--- src/rtl/wec_pkg.sv ---
package wec_pkg;
   localparam logic [1:0] MODE_ACTIVE = 2'b00;
   localparam logic [1:0] MODE_STOP   = 2'b01;
   localparam logic [1:0] MODE_SLEEP  = 2'b10;

   localparam logic [1:0] EDGE_OFF  = 2'b00;
   localparam logic [1:0] EDGE_RISE = 2'b01;
   localparam logic [1:0] EDGE_FALL = 2'b10;
   localparam logic [1:0] EDGE_BOTH = 2'b11;

   // sel[0] arms rising, sel[1] arms falling
   function automatic logic edge_hit(logic [1:0] sel, logic cur, logic prv);
      return (sel[0] & cur & ~prv) | (sel[1] & ~cur & prv);
   endfunction
endpackage

--- src/rtl/wec_sync.sv ---
module wec_sync #(
   parameter int W      = 1,
   parameter int STAGES = 2
) (
   input  logic         clk_i,
   input  logic         rst_ni,
   input  logic [W-1:0] async_i,
   output logic [W-1:0] sync_o,
   output logic [W-1:0] prev_o
);
   if (STAGES < 2) begin : g_bad_stages
      $error("wec_sync: STAGES must be at least 2");
   end

   logic [W-1:0] stg_q [STAGES];
   logic [W-1:0] prv_q;

   always_ff @(posedge clk_i or negedge rst_ni) begin
      if (!rst_ni) begin
         for (int i = 0; i < STAGES; i++) stg_q[i] <= '0;
         prv_q <= '0;
      end else begin
         stg_q[0] <= async_i;
         for (int i = 1; i < STAGES; i++) stg_q[i] <= stg_q[i-1];
         prv_q <= stg_q[STAGES-1];
      end
   end

   assign sync_o = stg_q[STAGES-1];
   assign prev_o = prv_q;
endmodule

--- src/rtl/wec_edge_det.sv ---
module wec_edge_det
   import wec_pkg::*;
#(
   parameter int W = 1
) (
   input  logic [2*W-1:0] sel_i,
   input  logic [W-1:0]   cur_i,
   input  logic [W-1:0]   prv_i,
   input  logic           armed_i,
   output logic [W-1:0]   hit_o
);
   for (genvar g = 0; g < W; g++) begin : g_bit
      assign hit_o[g] = armed_i & edge_hit(sel_i[2*g +: 2], cur_i[g], prv_i[g]);
   end
endmodule

--- src/rtl/wec_cyc_timer.sv ---
module wec_cyc_timer #(
   parameter int TICKS = 1000
) (
   input  logic clk_i,
   input  logic rst_ni,
   input  logic run_i,
   output logic tick_o
);
   if (TICKS < 2) begin : g_bad_ticks
      $error("wec_cyc_timer: TICKS must be at least 2");
   end

   localparam int CW = $clog2(TICKS);
   localparam logic [CW-1:0] LAST = CW'(TICKS - 1);

   logic [CW-1:0] cnt_q;

   assign tick_o = run_i && (cnt_q == LAST);

   always_ff @(posedge clk_i or negedge rst_ni) begin
      if (!rst_ni)      cnt_q <= '0;
      else if (!run_i)  cnt_q <= '0;
      else if (tick_o)  cnt_q <= '0;
      else              cnt_q <= cnt_q + 1'b1;
   end
endmodule

--- src/rtl/wec_flag_bank.sv ---
module wec_flag_bank #(
   parameter int N = 4
) (
   input  logic         clk_i,
   input  logic         rst_ni,
   input  logic [N-1:0] evt_i,
   input  logic [N-1:0] clr_i,
   input  logic         ack_i,
   output logic [N-1:0] flags_o,
   output logic         req_o
);
   logic [N-1:0] flags_q, flags_d;
   logic         req_q, req_d;

   always_comb begin
      // event wins over a clear in the same cycle
      flags_d = (flags_q & ~clr_i) | evt_i;
      if (|evt_i)                         req_d = 1'b1;
      else if (ack_i || (flags_d == '0))  req_d = 1'b0;
      else                                req_d = req_q;
   end

   always_ff @(posedge clk_i or negedge rst_ni) begin
      if (!rst_ni) begin
         flags_q <= '0;
         req_q   <= 1'b0;
      end else begin
         flags_q <= flags_d;
         req_q   <= req_d;
      end
   end

   assign flags_o = flags_q;
   assign req_o   = req_q;
endmodule

--- src/rtl/wake_evt_capture.sv ---
module wake_evt_capture
   import wec_pkg::*;
#(
   parameter int N_MON       = 5,
   parameter int N_GPIO      = 4,
   parameter int SYNC_STAGES = 2,
   parameter int CYC_TICKS   = 1000
) (
   input  logic                      clk_i,
   input  logic                      rst_ni,
   input  logic [1:0]                mode_i,
   input  logic                      lin_i,
   input  logic [N_MON-1:0]          mon_i,
   input  logic [N_GPIO-1:0]         gpio_i,
   input  logic                      cfg_wr_i,
   input  logic                      cfg_lin_en_i,
   input  logic [2*N_MON-1:0]        cfg_mon_edge_i,
   input  logic [2*N_GPIO-1:0]       cfg_gpio_edge_i,
   input  logic                      cfg_cyc_en_i,
   input  logic [N_MON+N_GPIO+1:0]   clr_i,
   input  logic                      ack_i,
   output logic [N_MON+N_GPIO+1:0]   flags_o,
   output logic                      wake_req_o
);
   if (N_MON < 1 || N_GPIO < 1) begin : g_bad_counts
      $error("wake_evt_capture: N_MON and N_GPIO must be at least 1");
   end

   localparam int NASYNC = 1 + N_MON + N_GPIO;
   localparam int NSRC   = NASYNC + 1;

   // configuration with per-class reset defaults
   logic                lin_en_q;
   logic [2*N_MON-1:0]  mon_sel_q;
   logic [2*N_GPIO-1:0] gpio_sel_q;
   logic                cyc_en_q;

   always_ff @(posedge clk_i or negedge rst_ni) begin
      if (!rst_ni) begin
         lin_en_q   <= 1'b1;
         mon_sel_q  <= {N_MON{EDGE_BOTH}};
         gpio_sel_q <= {N_GPIO{EDGE_OFF}};
         cyc_en_q   <= 1'b0;
      end else if (cfg_wr_i) begin
         lin_en_q   <= cfg_lin_en_i;
         mon_sel_q  <= cfg_mon_edge_i;
         gpio_sel_q <= cfg_gpio_edge_i;
         cyc_en_q   <= cfg_cyc_en_i;
      end
   end

   // edges are masked until the synchronizer and history flop hold real samples
   logic [SYNC_STAGES:0] arm_q;
   always_ff @(posedge clk_i or negedge rst_ni) begin
      if (!rst_ni) arm_q <= '0;
      else         arm_q <= {arm_q[SYNC_STAGES-1:0], 1'b1};
   end

   logic [NASYNC-1:0]   raw, cur, prv, hit;
   logic [2*NASYNC-1:0] sel;
   logic [2*N_GPIO-1:0] gpio_sel_eff;
   logic [1:0]          lin_sel;

   assign raw          = {gpio_i, mon_i, lin_i};
   assign gpio_sel_eff = (mode_i == MODE_SLEEP) ? '0 : gpio_sel_q;
   assign lin_sel      = lin_en_q ? EDGE_FALL : EDGE_OFF;
   assign sel          = {gpio_sel_eff, mon_sel_q, lin_sel};

   wec_sync #(.W(NASYNC), .STAGES(SYNC_STAGES)) u_sync (
      .clk_i   (clk_i),
      .rst_ni  (rst_ni),
      .async_i (raw),
      .sync_o  (cur),
      .prev_o  (prv)
   );

   wec_edge_det #(.W(NASYNC)) u_edge (
      .sel_i   (sel),
      .cur_i   (cur),
      .prv_i   (prv),
      .armed_i (arm_q[SYNC_STAGES]),
      .hit_o   (hit)
   );

   logic cyc_tick;
   wec_cyc_timer #(.TICKS(CYC_TICKS)) u_cyc (
      .clk_i  (clk_i),
      .rst_ni (rst_ni),
      .run_i  (cyc_en_q && (mode_i != MODE_ACTIVE)),
      .tick_o (cyc_tick)
   );

   logic [NSRC-1:0] evt;
   assign evt = {cyc_tick, hit};

   wec_flag_bank #(.N(NSRC)) u_flags (
      .clk_i   (clk_i),
      .rst_ni  (rst_ni),
      .evt_i   (evt),
      .clr_i   (clr_i),
      .ack_i   (ack_i),
      .flags_o (flags_o),
      .req_o   (wake_req_o)
   );
endmodule

--- config.mk ---
export PLATFORM = sky130hd
export DESIGN_NAME = wake_evt_capture
export DESIGN_NICKNAME = d
export VERILOG_FILES = /design/src/rtl/wec_pkg.sv /design/src/rtl/wec_sync.sv /design/src/rtl/wec_edge_det.sv /design/src/rtl/wec_cyc_timer.sv /design/src/rtl/wec_flag_bank.sv /design/src/rtl/wake_evt_capture.sv
export SDC_FILE = /design/constraint.sdc
export NUM_CORES = 1
export LEC_CHECK = 0
export ABC_CLOCK_PERIOD_IN_PS = 4500
export CORE_MARGIN = 5
export CORE_UTILIZATION = 50
export DETAILED_ROUTE_END_ITERATION = 12
export PLACE_DENSITY = 0.8
export SYNTH_ARGS = -nofsm -noshare
export SYNTH_HDL_FRONTEND = slang
export SYNTH_SLANG_ARGS = --single-unit
--- constraint.sdc ---
create_clock -name clk_i -period 4.5 [get_ports clk_i]
set_input_delay 0.675 -clock clk_i [delete_from_list [all_inputs] [get_ports clk_i]]
set_output_delay 0.675 -clock clk_i [all_outputs]
set_load 0.1 [all_outputs]
==> qor.json, run 1 <==
{
  "worstSetupEndpointType": {"value": "primary output"},
  "chipHeight": {"value": 84.0, "unit": "um"},
  "rows": {"value": 27},
  "reg2regPathDepth": {"value": 5},
  "ir_worst_vdd": {"value": 0.244, "unit": "mV"},
  "start_util": {"value": 0.507},
  "synthTopCellsByArea": {"value": "dfrtp_1 58%, dfstp_2 11%, mux2_1 8.2%, nand2_1 3.4%, o21ai_1 1.8%"},
  "fin_crit_sh": {"value": 0.560},
  "clock_tree_sinks": {"value": 75},
  "cts-resized-gates": {"value": 0},
  "grt_pass1_wl": {"value": 8.56, "unit": "mm"},
  "wl_per_cell": {"value": 14.8, "unit": "um"},
  "async_reset_ff_frac": {"value": 1.00},
  "max_cap_violations": {"value": 0},
  "cpPeakStageDelay": {"value": 1.16, "unit": "ns"},
  "critPathLaunchType": {"value": "register"},
  "die-area": {"value": 0.00706, "unit": "mm2"},
  "critical_path.reg2reg.startpoint": {"value": "arm_q[2]"},
  "hold_viol_final": {"value": 0},
  "wl": {"value": 5.06, "unit": "mm"},
  "clkSlewWorstSetupHoldPaths": {"value": 0.07, "unit": "ns"},
  "p_leak": {"value": 1.53, "unit": "nW"},
  "ys_types": {"value": 35},
  "synth.yosys.seq_area_share": {"value": 0.690},
  "worstPathCellList": {"value": "clkdlybuf4s50_1"},
  "rsz0062_at_grt": {"value": "false"},
  "final_cell_mix": {"value": "64 x dfrtp_1, 57 x clkdlybuf4s50_1, 25 x nand2_1, 20 x mux2_1, 12 x clkbuf_8"},
  "via_count": {"value": 1683},
  "ys_seq_elements": {"value": 75},
  "cts_buffers": {"value": 9},
  "start_point_of_the_worst_hold_path": {"value": "u_sync.stg_q[17]"},
  "worst_hold_path.endpoint": {"value": "u_sync.sync_o[7]"},
  "outcome": {"value": "complete, no violations"},
  "initial_antenna_violation_count": {"value": 0},
  "htreeDepth": {"value": 3},
  "finish.net_count": {"value": 314},
  "detailedRoute.firstIterationViolations": {"value": 98},
  "tightestPinTransition": {"value": 1.01, "unit": "ns"},
  "cts_hold_buffers": {"value": 0},
  "clock_tree_from_tritoncts": {"value": "yes"},
  "synth_top_cell_area_share": {"value": 0.585},
  "overall_routing_resource_usage": {"value": 0.161},
  "largest_net_degree_at_the_start_of_global_routing": {"value": 76},
  "synth_top_family_by_area": {"value": "simple AND/OR/NAND/NOR gates"},
  "yosysWarnings": {"value": 0},
  "placement.setup.worst_slack": {"value": 2.13, "unit": "ns"},
  "layout.filler_cells": {"value": 406},
  "port-buffer-count": {"value": 58},
  "synth_compound_gate_area_share": {"value": 0.0471},
  "timing_worst_setup_path_type": {"value": "reg -> out"},
  "critical-path-slowest-cell": {"value": "clkdlybuf4s50_1"},
  "ctsLongestPathBuffers": {"value": 2},
  "final_period_minus_worst_setup_slack": {"value": 2.52, "unit": "ns"},
  "timing.slew.headroom": {"value": 0.328},
  "post_synth_and_or_nand_nor_area_fraction": {"value": 0.143},
  "setup_ws": {"value": 1.98, "unit": "ns"},
  "finalSetupViolCount": {"value": 0},
  "die_width": {"value": 84.0, "unit": "um"},
  "antenna_cells": {"value": 0},
  "primary_ff_master_synth": {"value": "dfrtp_1"},
  "synth_cells": {"value": 200},
  "cts_post_setup_buffers_inserted": {"value": 0},
  "clock-root-buffer": {"value": "clkbuf_8"},
  "most_area_hungry_cell_type_in_the_yosys_netlist": {"value": "dfrtp_1"},
  "fraction_of_synthesized_area_in_multiplexers": {"value": 0.0822},
  "synth_enable_flop_cells": {"value": 0},
  "ios": {"value": 59},
  "timing.hold.worst_path_depth": {"value": 0},
  "drtPass1Iterations": {"value": 2},
  "timing.setup.tns": {"value": 0, "unit": "ns"},
  "commonest_non_fill_non_tap_cell_in_the_layout": {"value": "dfrtp_1"},
  "route.detailed.vias_per_inst": {"value": 4.91},
  "power.density_cell_area": {"value": 415, "unit": "mW/mm2"},
  "rrSetupSlack": {"value": 2.84, "unit": "ns"},
  "residual_drc": {"value": 0},
  "critical_path.top_delay_family": {"value": "buffers and inverters"},
  "place.gp.congestion": {"value": 0.796},
  "hpwlAfterDp": {"value": 3.60, "unit": "mm"},
  "crit-reg2reg-capture": {"value": "u_flags.req_o"},
  "core": {"value": 0.00541, "unit": "mm2"},
  "final_antenna_net_count": {"value": 0},
  "syn_nets": {"value": 248},
  "critical_path.n_buffers_inverters": {"value": 1},
  "grt_pass1_vias": {"value": 1784},
  "max_freq": {"value": 397, "unit": "MHz"},
  "layout-drive-gt1-share": {"value": 0.122},
  "crit_arrival": {"value": 1.85, "unit": "ns"},
  "fin_worst_skew": {"value": 0.00728, "unit": "ns"},
  "cp.required": {"value": 3.83, "unit": "ns"},
  "post_synth_instance_area": {"value": 0.00274, "unit": "mm2"},
  "area_growth_synth_to_finish": {"value": 31.5, "unit": "%"},
  "worstPathMaxFanout": {"value": 2},
  "synthAdderAreaFrac": {"value": 0.00457},
  "postSynthAreaPerCell": {"value": 13.7, "unit": "um2"},
  "slew_violations": {"value": 0},
  "grt.overflow.total": {"value": 0},
  "insertion_delay": {"value": 0.34, "unit": "ns"},
  "hold_path_class": {"value": "reg -> reg"},
  "yosys.area_share.xor_xnor": {"value": 0.0224}
}
cell families after synthesis:
family,after synthesis
fa+ha+maj,1
compound gates,21
flops,75
buf+inv,7
xor+xnor,7
simple gates,68
mux,20
other cells,1
synth_stat cells (all sizes together), types with 2 or more instances:
cell,n
clkbuf,3
dfrtp,64
dfstp,11
inv,4
mux2,20
nand2,25
nand3,3
nand3b,6
nand4,4
nand4b,2
nor2,10
nor3,2
o21ai,14
o22a,3
or2b,9
xnor2,4
xor2,3
power breakdown:
| group | internal (mW) | switching, mW |
|---|---|---|
| Combinational | 0.0863 | 0.135 |
| Clock | 0.303 | 0.221 |
| Sequential | 0.727 | 0.0233 |
cell type report:
class / count / area [um2] / area share
clock inverter: 1 / 30.0 / 0.00834
multi-input combinational: 118 / 822 / 0.228
tap: 72 / 90.1 / 0.0250
inverter: 4 / 15.0 / 0.00417
clock buffer: 15 / 176 / 0.0490
sequential: 75 / 1890 / 0.525
timing repair buffer: 58 / 578 / 0.160
layer usage:
| metal | vias to the layer above | GRT usage | routed length, um |
|---|---|---|---|
| met5 | - | 0 | 0 |
| met1 | 822 | 0.191 | 2160 |
| met4 | 0 | 0.105 | 118 |
| met2 | 39 | 0.257 | 2580 |
| li1 | 811 | - | - |
| met3 | 11 | 0.0415 | 213 |
worst reg2reg max path: cells and delay by family (launching register included):
kind / cells / cell delay, ns
DFF: 1 / 0.48
AOI/OAI and AO/OA: 1 / 0.08
and+or+nand+nor: 4 / 0.97
through the flow:
| step | power (mW) | instances | hold WS [ns] | instance area [um2] | utilization |
|---|---|---|---|---|---|
| after global routing | 1.56 | 343 | 0.355 | 3600 | 0.666 |
| after global placement | 0.982 | 327 | 0.332 | 3400 | 0.628 |
| after detailed placement | 0.987 | 327 | 0.335 | 3400 | 0.628 |
| after CTS | 1.51 | 343 | 0.350 | 3600 | 0.666 |
| final | 1.50 | 343 | 0.347 | 3600 | 0.666 |
| after floorplan | 0.893 | 200 | 0.331 | 2740 | - |
registers in the layout, summed over array words and instances (netlist names):
register,count
u_sync.stg_q,10
lin_en_q,1
gpio_sel_q,8
u_flags.flags_o,11
mon_sel_q,10
u_cyc.cnt_q,10
arm_q,3
u_sync.prev_o,10
cyc_en_q,1
u_sync.sync_o,10
u_flags.req_o,1
worst max path at each step:
| stage | slack, ns | start | end | cells past startpoint |
|---|---|---|---|---|
| 3_5_place_dp | 2.13 | mode_i[1] | u_flags.req_o | 5 |
| 6_report | 1.98 | u_flags.flags_o[0] | flags_o[0] | 1 |
| 3_3_place_gp | 2.16 | mode_i[1] | u_flags.req_o | 5 |
| 4_1_cts | 1.95 | u_flags.flags_o[0] | flags_o[0] | 1 |
| 5_1_grt | 1.93 | u_flags.flags_o[0] | flags_o[0] | 1 |
| 2_1_floorplan | 2.49 | u_flags.flags_o[6] | u_flags.req_o | 5 |
(Power assumes the default switching activity.)
==> run 2, diff against run 1 <==
Settings changed: ABC_CLOCK_PERIOD_IN_PS 4500 to 2480.
Clock period 4.5 ns to 2.48 ns, I/O delays scaled along.
==> run 2 against run 1 <==
Effect of this change:
- utilization shrank 0.72 points
- flip-flop and latch count unchanged
- via count grew 1.9%
- sequential power is 81% higher
- final cell count rose by 0.87%
- worst hold slack got worse by 0.20 ns
- combinational power increased by 81%
- clock power increased by 57%
- final area decreased by 1.1%
- setup slack got worse by 1.2 ns
- global-route usage is 0.31 points lower
==> qor.json, run 2 (synthesized netlist as in run 1, its figures left out) <==
{
  "outcome": {"value": "complete, no violations", "change": "unchanged"},
  "fin_worst_skew": {"value": 0.0109, "unit": "ns", "change": "was 0.00728 ns"},
  "timing.setup.tns": {"value": 0, "unit": "ns", "change": "unchanged"},
  "timing_worst_setup_path_type": {"value": "reg -> reg", "change": "was reg -> out"},
  "wl_per_cell": {"value": 14.6, "unit": "um", "change": "was 14.8 um"},
  "p_leak": {"value": 1.55, "unit": "nW", "change": "was 1.53 nW"},
  "crit_arrival": {"value": 1.88, "unit": "ns", "change": "was 1.85 ns"},
  "hpwlAfterDp": {"value": 3.66, "unit": "mm", "change": "was 3.60 mm"},
  "initial_antenna_violation_count": {"value": 0, "change": "unchanged"},
  "final_cell_mix": {"value": "64 x dfrtp_1, 45 x clkdlybuf4s50_1, 25 x nand2_1, 20 x mux2_1, 16 x buf_4", "change": "was 64 x dfrtp_1, 57 x clkdlybuf4s50_1, 25 x nand2_1, 20 x mux2_1, 12 x clkbuf_8"},
  "clock_tree_from_tritoncts": {"value": "yes", "change": "unchanged"},
  "hold_viol_final": {"value": 0, "change": "unchanged"},
  "largest_net_degree_at_the_start_of_global_routing": {"value": 76, "change": "unchanged"},
  "largest_reg_flops": {"value": 11, "change": "unchanged"},
  "cts_hold_buffers": {"value": 0, "change": "unchanged"},
  "layout.filler_cells": {"value": 417, "change": "was 406"},
  "final_antenna_net_count": {"value": 0, "change": "unchanged"},
  "die_width": {"value": 84.0, "unit": "um", "change": "unchanged"},
  "cts-resized-gates": {"value": 0, "change": "unchanged"},
  "place.gp.congestion": {"value": 0.774, "change": "was 0.796"},
  "rsz0062_at_grt": {"value": "false", "change": "unchanged"},
  "residual_drc": {"value": 0, "change": "unchanged"},
  "drtPass1Iterations": {"value": 4, "change": "was 2"},
  "commonest_non_fill_non_tap_cell_in_the_layout": {"value": "dfrtp_1", "change": "unchanged"},
  "core": {"value": 0.00541, "unit": "mm2", "change": "unchanged"},
  "power.share.clock": {"value": 0.319, "change": "was 0.350"},
  "layout-drive-gt1-share": {"value": 0.175, "change": "was 0.122"},
  "rows": {"value": 27, "change": "unchanged"},
  "finish.net_count": {"value": 317, "change": "was 314"},
  "int_pwr": {"value": 1.89, "unit": "mW", "change": "was 1.12 mW"},
  "via_count": {"value": 1715, "change": "was 1683"},
  "route.detailed.vias_per_inst": {"value": 4.96, "change": "was 4.91"},
  "dpl-instance-area": {"value": 0.00339, "unit": "mm2", "change": "was 0.00340 mm2"},
  "tightestPinTransition": {"value": 0.902, "unit": "ns", "change": "was 1.01 ns"},
  "power.sequential.fraction": {"value": 0.527, "change": "was 0.502"},
  "hold_path_class": {"value": "in -> async", "change": "was reg -> reg"},
  "detailedRoute.firstIterationViolations": {"value": 47, "change": "was 98"},
  "insertion_delay": {"value": 0.34, "unit": "ns", "change": "about the same"},
  "wl": {"value": 5.04, "unit": "mm", "change": "was 5.06 mm"},
  "port-buffer-count": {"value": 58, "change": "unchanged"},
  "cts_post_setup_buffers_inserted": {"value": 0, "change": "unchanged"},
  "share_comb_of_total_power": {"value": 0.154, "change": "was 0.148"},
  "overall_routing_resource_usage": {"value": 0.158, "change": "was 0.161"},
  "finalSetupViolCount": {"value": 0, "change": "unchanged"},
  "chipHeight": {"value": 84.0, "unit": "um", "change": "unchanged"},
  "grt_pass1_wl": {"value": 8.52, "unit": "mm", "change": "was 8.56 mm"},
  "final_period_minus_worst_setup_slack": {"value": 1.67, "unit": "ns"},
  "grt_pass1_vias": {"value": 1828, "change": "was 1784"},
  "worstPathMaxFanout": {"value": 7, "change": "was 2"},
  "critPathLaunchType": {"value": "register", "change": "unchanged"},
  "area_growth_synth_to_finish": {"value": 30.1, "unit": "%", "change": "was 31.5%"},
  "power.switching_fraction": {"value": 0.269, "change": "was 0.254"},
  "clkSlewWorstSetupHoldPaths": {"value": 0.07, "unit": "ns", "change": "about the same"},
  "cts_buffers": {"value": 9, "change": "unchanged"},
  "htreeDepth": {"value": 3, "change": "unchanged"},
  "worstSetupEndpointType": {"value": "register", "change": "was primary output"},
  "start_util": {"value": 0.507, "change": "unchanged"},
  "antenna_cells": {"value": 0, "change": "unchanged"},
  "max_freq": {"value": 598, "unit": "MHz"},
  "power.net_switching": {"value": 0.696, "unit": "mW", "change": "was 0.380 mW"},
  "timing.slew.headroom": {"value": 0.398, "change": "was 0.328"},
  "fin_cells": {"value": 346, "change": "was 343"},
  "ios": {"value": 59, "change": "unchanged"},
  "dpl.cell_count": {"value": 330, "change": "was 327"},
  "grt.overflow.total": {"value": 0, "change": "unchanged"},
  "slew_violations": {"value": 0, "change": "unchanged"},
  "ctsLongestPathBuffers": {"value": 2, "change": "unchanged"},
  "final_design_area_no_fill": {"value": 0.00356, "unit": "mm2", "change": "was 0.00360 mm2"},
  "die-area": {"value": 0.00706, "unit": "mm2", "change": "unchanged"},
  "fin_crit_sh": {"value": 0.674},
  "ir_worst_vdd": {"value": 0.480, "unit": "mV", "change": "was 0.244 mV"},
  "max_cap_violations": {"value": 0, "change": "unchanged"},
  "clock-root-buffer": {"value": "clkbuf_8", "change": "unchanged"},
  "power.density_cell_area": {"value": 726, "unit": "mW/mm2", "change": "was 415 mW/mm2"},
  "cp.required": {"value": 2.69, "unit": "ns", "change": "was 3.83 ns"},
  "clock_tree_sinks": {"value": 75, "change": "unchanged"}
}
## run 2: cell count changes in the layout (fill, tap and decap cells not counted)
| cell | change |
|---|---|
| buf_4 | +15 |
| bufinv_16 | -1 |
| clkdlybuf4s50_1 | -12 |
| clkbuf_8 | -1 |
| clkinv_2 | +1 |
| clkinvlp_4 | +1 |
## run 2: layout make-up
type                    instances  area (um2)  share of cell area
clock buffers                  14         163              0.0456
clock inverters                 2        12.5             0.00351
inverters                       4        15.0             0.00421
multi-input cells             118         822               0.231
flip-flops and latches         75        1890               0.531
well taps                      72        90.1              0.0253
repair buffers                 61         571               0.160
## run 2: final timing paths
path,start,endpoint,cells past startpoint,slack [ns]
hold reg to reg,u_sync.stg_q[17],u_sync.sync_o[7],0,0.34
min in group clk_i,u_sync.stg_q[17],u_sync.sync_o[7],0,0.34
max in group asynchronous,rst_ni,u_sync.sync_o[6],1,1.72
hold / removal,rst_ni,u_sync.stg_q[11],1,0.14
setup reg to reg,arm_q[2],u_flags.req_o,5,0.81
setup / recovery,arm_q[2],u_flags.req_o,5,0.81
## run 2: worst max-delay path, cell delays in order (launching register included)
cell      delay [ns]
dfrtp_1         0.48
nand4b_2        0.17
o21ai_2         0.09
nor4_2          0.26
nor3b_1         0.07
or4_1           0.49
## run 2: layer usage
metal / track usage / wire length [um]
met1: 0.180 / 2100
met2: 0.269 / 2650
met3: 0.0385 / 187
met4: 0.0877 / 106
met5: 0 / 0
## run 2: through the flow
stage | power, mW | utilization | hold WS [ns] | setup slack (ns)
floorplan | 1.62 | - | 0.0764 | 0.470
global placement | 1.78 | 0.627 | 0.332 | 0.522
detailed placement | 1.79 | 0.627 | 0.337 | 0.493
CTS | 2.62 | 0.659 | 0.184 | 0.782
global route | 2.72 | 0.659 | 0.247 | 0.709
finish | 2.59 | 0.659 | 0.143 | 0.808
## run 2: power groups by stage
stage	logic (mW)	registers, mW	clock network, mW
2_1_floorplan	0.106	1.52	0
3_3_place_gp	0.398	1.38	0
3_5_place_dp	0.404	1.39	0
4_1_cts	0.405	1.36	0.853
5_1_grt	0.426	1.37	0.918
6_report	0.399	1.36	0.824
==> run 3, diff against run 2 <==
Settings changed: ABC_CLOCK_PERIOD_IN_PS 2480 to 1400, CORE_UTILIZATION 50 to 45, PLACE_DENSITY 0.8 to 0.76.
Clock period 2.48 ns to 1.4 ns, I/O delays scaled along.
==> run 3 against run 2 <==
Effect of this change:
- the run now ends with negative setup slack left
- die area increased by 9.8%
- critical path depth unchanged
- final area increased by 13%
- critical endpoint unchanged
- largest cell class unchanged
==> qor.json, run 3 (synthesized netlist as in run 1, its figures left out) <==
{
  "antenna_cells": {"value": 0, "change": "unchanged"},
  "chipHeight": {"value": 88.0, "unit": "um", "change": "was 84.0 um"},
  "worstPathMaxFanout": {"value": 2, "change": "was 7"},
  "power.density_cell_area": {"value": 1260, "unit": "mW/mm2", "change": "was 726 mW/mm2"},
  "ios": {"value": 59, "change": "unchanged"},
  "wl": {"value": 5.32, "unit": "mm", "change": "was 5.04 mm"},
  "critical-path-slowest-cell": {"value": "dfrtp_4", "change": "was or4_1"},
  "final_cell_mix": {"value": "53 x dfrtp_1, 45 x clkdlybuf4s50_1, 26 x buf_4, 25 x nand2_1, 20 x mux2_1", "change": "was 64 x dfrtp_1, 45 x clkdlybuf4s50_1, 25 x nand2_1, 20 x mux2_1, 16 x buf_4"},
  "max_cap_violations": {"value": 0, "change": "unchanged"},
  "final_antenna_net_count": {"value": 0, "change": "unchanged"},
  "start_util": {"value": 0.463, "change": "was 0.507"},
  "area_growth_synth_to_finish": {"value": 46.7, "unit": "%", "change": "was 30.1%"},
  "finalSetupViolCount": {"value": 2, "change": "was 0"},
  "dpl.cell_count": {"value": 353, "change": "was 330"},
  "insertion_delay": {"value": 0.34, "unit": "ns", "change": "about the same"},
  "route.detailed.vias_per_inst": {"value": 4.86, "change": "was 4.96"},
  "via_count": {"value": 1817, "change": "was 1715"},
  "ir_worst_vdd": {"value": 0.891, "unit": "mV", "change": "was 0.480 mV"},
  "cts_buffers": {"value": 9, "change": "unchanged"},
  "largest_net_degree_at_the_start_of_global_routing": {"value": 76, "change": "unchanged"},
  "finish.net_count": {"value": 342, "change": "was 317"},
  "grt.overflow.total": {"value": 0, "change": "unchanged"},
  "place.gp.congestion": {"value": 0.757, "change": "was 0.774"},
  "outcome": {"value": "complete, but fails checks", "change": "was complete, no violations"},
  "cp.required": {"value": 1.61, "unit": "ns", "change": "was 2.69 ns"},
  "rrSetupSlack": {"value": -0.26, "unit": "ns", "change": "was 0.81 ns"},
  "clock-root-buffer": {"value": "clkbuf_8", "change": "unchanged"},
  "rsz0062_at_grt": {"value": "true", "change": "was false"},
  "hold_viol_final": {"value": 0, "change": "unchanged"},
  "crit_arrival": {"value": 1.87, "unit": "ns", "change": "was 1.88 ns"},
  "rows": {"value": 28, "change": "was 27"},
  "htreeDepth": {"value": 3, "change": "unchanged"},
  "hpwlAfterDp": {"value": 3.86, "unit": "mm", "change": "was 3.66 mm"},
  "max_freq": {"value": 602, "unit": "MHz", "change": "was 598 MHz"},
  "drtPass1Iterations": {"value": 6, "change": "was 4"},
  "final_period_minus_worst_setup_slack": {"value": 1.66, "unit": "ns", "change": "was 1.67 ns"},
  "grt_pass1_vias": {"value": 1965, "change": "was 1828"},
  "worstSetupEndpointType": {"value": "register", "change": "unchanged"},
  "layout-drive-gt1-share": {"value": 0.298, "change": "was 0.175"},
  "largest_reg_flops": {"value": 11, "change": "unchanged"},
  "final_design_area_no_fill": {"value": 0.00402, "unit": "mm2", "change": "was 0.00356 mm2"},
  "die_width": {"value": 88.0, "unit": "um", "change": "was 84.0 um"},
  "worstPathCellList": {"value": "or2b_4, nand4_4, nor4_2, nor3b_1, or4_1", "change": "was nand4b_2, o21ai_2, nor4_2, nor3b_1, or4_1"},
  "slew_violations": {"value": 0, "change": "unchanged"},
  "critPathLaunchType": {"value": "register", "change": "unchanged"},
  "violations": {"value": "negative setup slack"},
  "ctsLongestPathBuffers": {"value": 2, "change": "unchanged"},
  "wl_per_cell": {"value": 14.2, "unit": "um", "change": "was 14.6 um"},
  "dpl-instance-area": {"value": 0.00374, "unit": "mm2", "change": "was 0.00339 mm2"},
  "core": {"value": 0.00592, "unit": "mm2", "change": "was 0.00541 mm2"},
  "finalPower": {"value": 5.07, "unit": "mW", "change": "was 2.59 mW"},
  "commonest_non_fill_non_tap_cell_in_the_layout": {"value": "dfrtp_1", "change": "unchanged"},
  "p_leak": {"value": 1.73, "unit": "nW", "change": "was 1.55 nW"},
  "grt_pass1_wl": {"value": 9.07, "unit": "mm", "change": "was 8.52 mm"},
  "overall_routing_resource_usage": {"value": 0.156, "change": "was 0.158"},
  "hold_path_class": {"value": "in -> reg", "change": "was in -> async"},
  "setup_ws": {"value": -0.262, "unit": "ns", "change": "was 0.808 ns"},
  "initial_antenna_violation_count": {"value": 0, "change": "unchanged"},
  "fin_crit_sh": {"value": 1.19, "change": "was 0.674"},
  "residual_drc": {"value": 0, "change": "unchanged"},
  "die-area": {"value": 0.00775, "unit": "mm2", "change": "was 0.00706 mm2"},
  "detailedRoute.firstIterationViolations": {"value": 79, "change": "was 47"},
  "clock_tree_from_tritoncts": {"value": "yes", "change": "unchanged"},
  "clkSlewWorstSetupHoldPaths": {"value": 0.08, "unit": "ns", "change": "was 0.07 ns"},
  "fin_worst_skew": {"value": 0.0125, "unit": "ns", "change": "was 0.0109 ns"},
  "port-buffer-count": {"value": 58, "change": "unchanged"},
  "timing_worst_setup_path_type": {"value": "reg -> reg", "change": "unchanged"},
  "timing.setup.tns": {"value": -0.395, "unit": "ns", "change": "was 0 ns"},
  "cpPeakStageDelay": {"value": 0.47, "unit": "ns", "change": "was 0.49 ns"},
  "fin_cells": {"value": 374, "change": "was 346"},
  "clock_tree_sinks": {"value": 75, "change": "unchanged"},
  "fin_hold_ws": {"value": 0.305, "unit": "ns", "change": "was 0.143 ns"}
}
run 3: cell count changes in the layout (fill, tap and decap cells not counted), sizes merged:
cell	before	now
clkinvlp	1	0
clkbuf	14	11
clkinv	1	3
buf	16	40
dlygate4sd3	0	1
bufinv	0	2
run 3: cell type report:
type	instances	area, um2
clock buffer	11	131
clock inverter	5	78.8
fill	407	1900
inverter	4	15.0
multi-input combinational	118	852
sequential	75	1920
tap	75	93.8
timing repair buffer	86	927
run 3: critical path, delay by kind of cell, from the launching register on:
family / cells / cell delay, ns
flip-flops: 1 / 0.47
AND/OR/NAND/NOR: 5 / 1.07
run 3: metrics by stage:
stage                      util  worst slack, ns
after CTS                 0.669           -0.280
after detailed placement  0.631           -0.439
after global routing      0.679           -0.350
after floorplan               -           -0.366
final                     0.679           -0.262
after global placement    0.631           -0.364
run 3: repair_timing:
action	in CTS	in global routing
resized for setup	0	7
hold buffers	1	0
endpoints found under the hold margin	64	0
setup buffers	1	3
pin swaps	2	2
gates cloned	0	0
endpoints found under the setup margin	1	11
run 3: worst paths after layout:
check,cells past startpoint,end,startpoint
max,5,u_flags.req_o,u_flags.flags_o[6]
min,1,u_sync.stg_q[13],mon_i[2]
max reg2reg,5,u_flags.req_o,u_flags.flags_o[6]
min reg2reg,0,u_sync.sync_o[7],u_sync.stg_q[17]
max in group asynchronous,3,lin_en_q,rst_ni
min in group asynchronous,3,u_sync.sync_o[7],rst_ni
run 3: report_power, final:
group / internal (mW) / switching, mW / total (mW)
combinational: 0.437 / 0.474 / 0.911
sequential: 2.35 / 0.0795 / 2.43
clock: 1.00 / 0.730 / 1.73
run 3: per-layer routing:
metal | track usage | routed length, um
met5 | 0 | 0
met4 | 0.0742 | 68
met3 | 0.0508 | 313
met2 | 0.248 | 2680
met1 | 0.195 | 2260
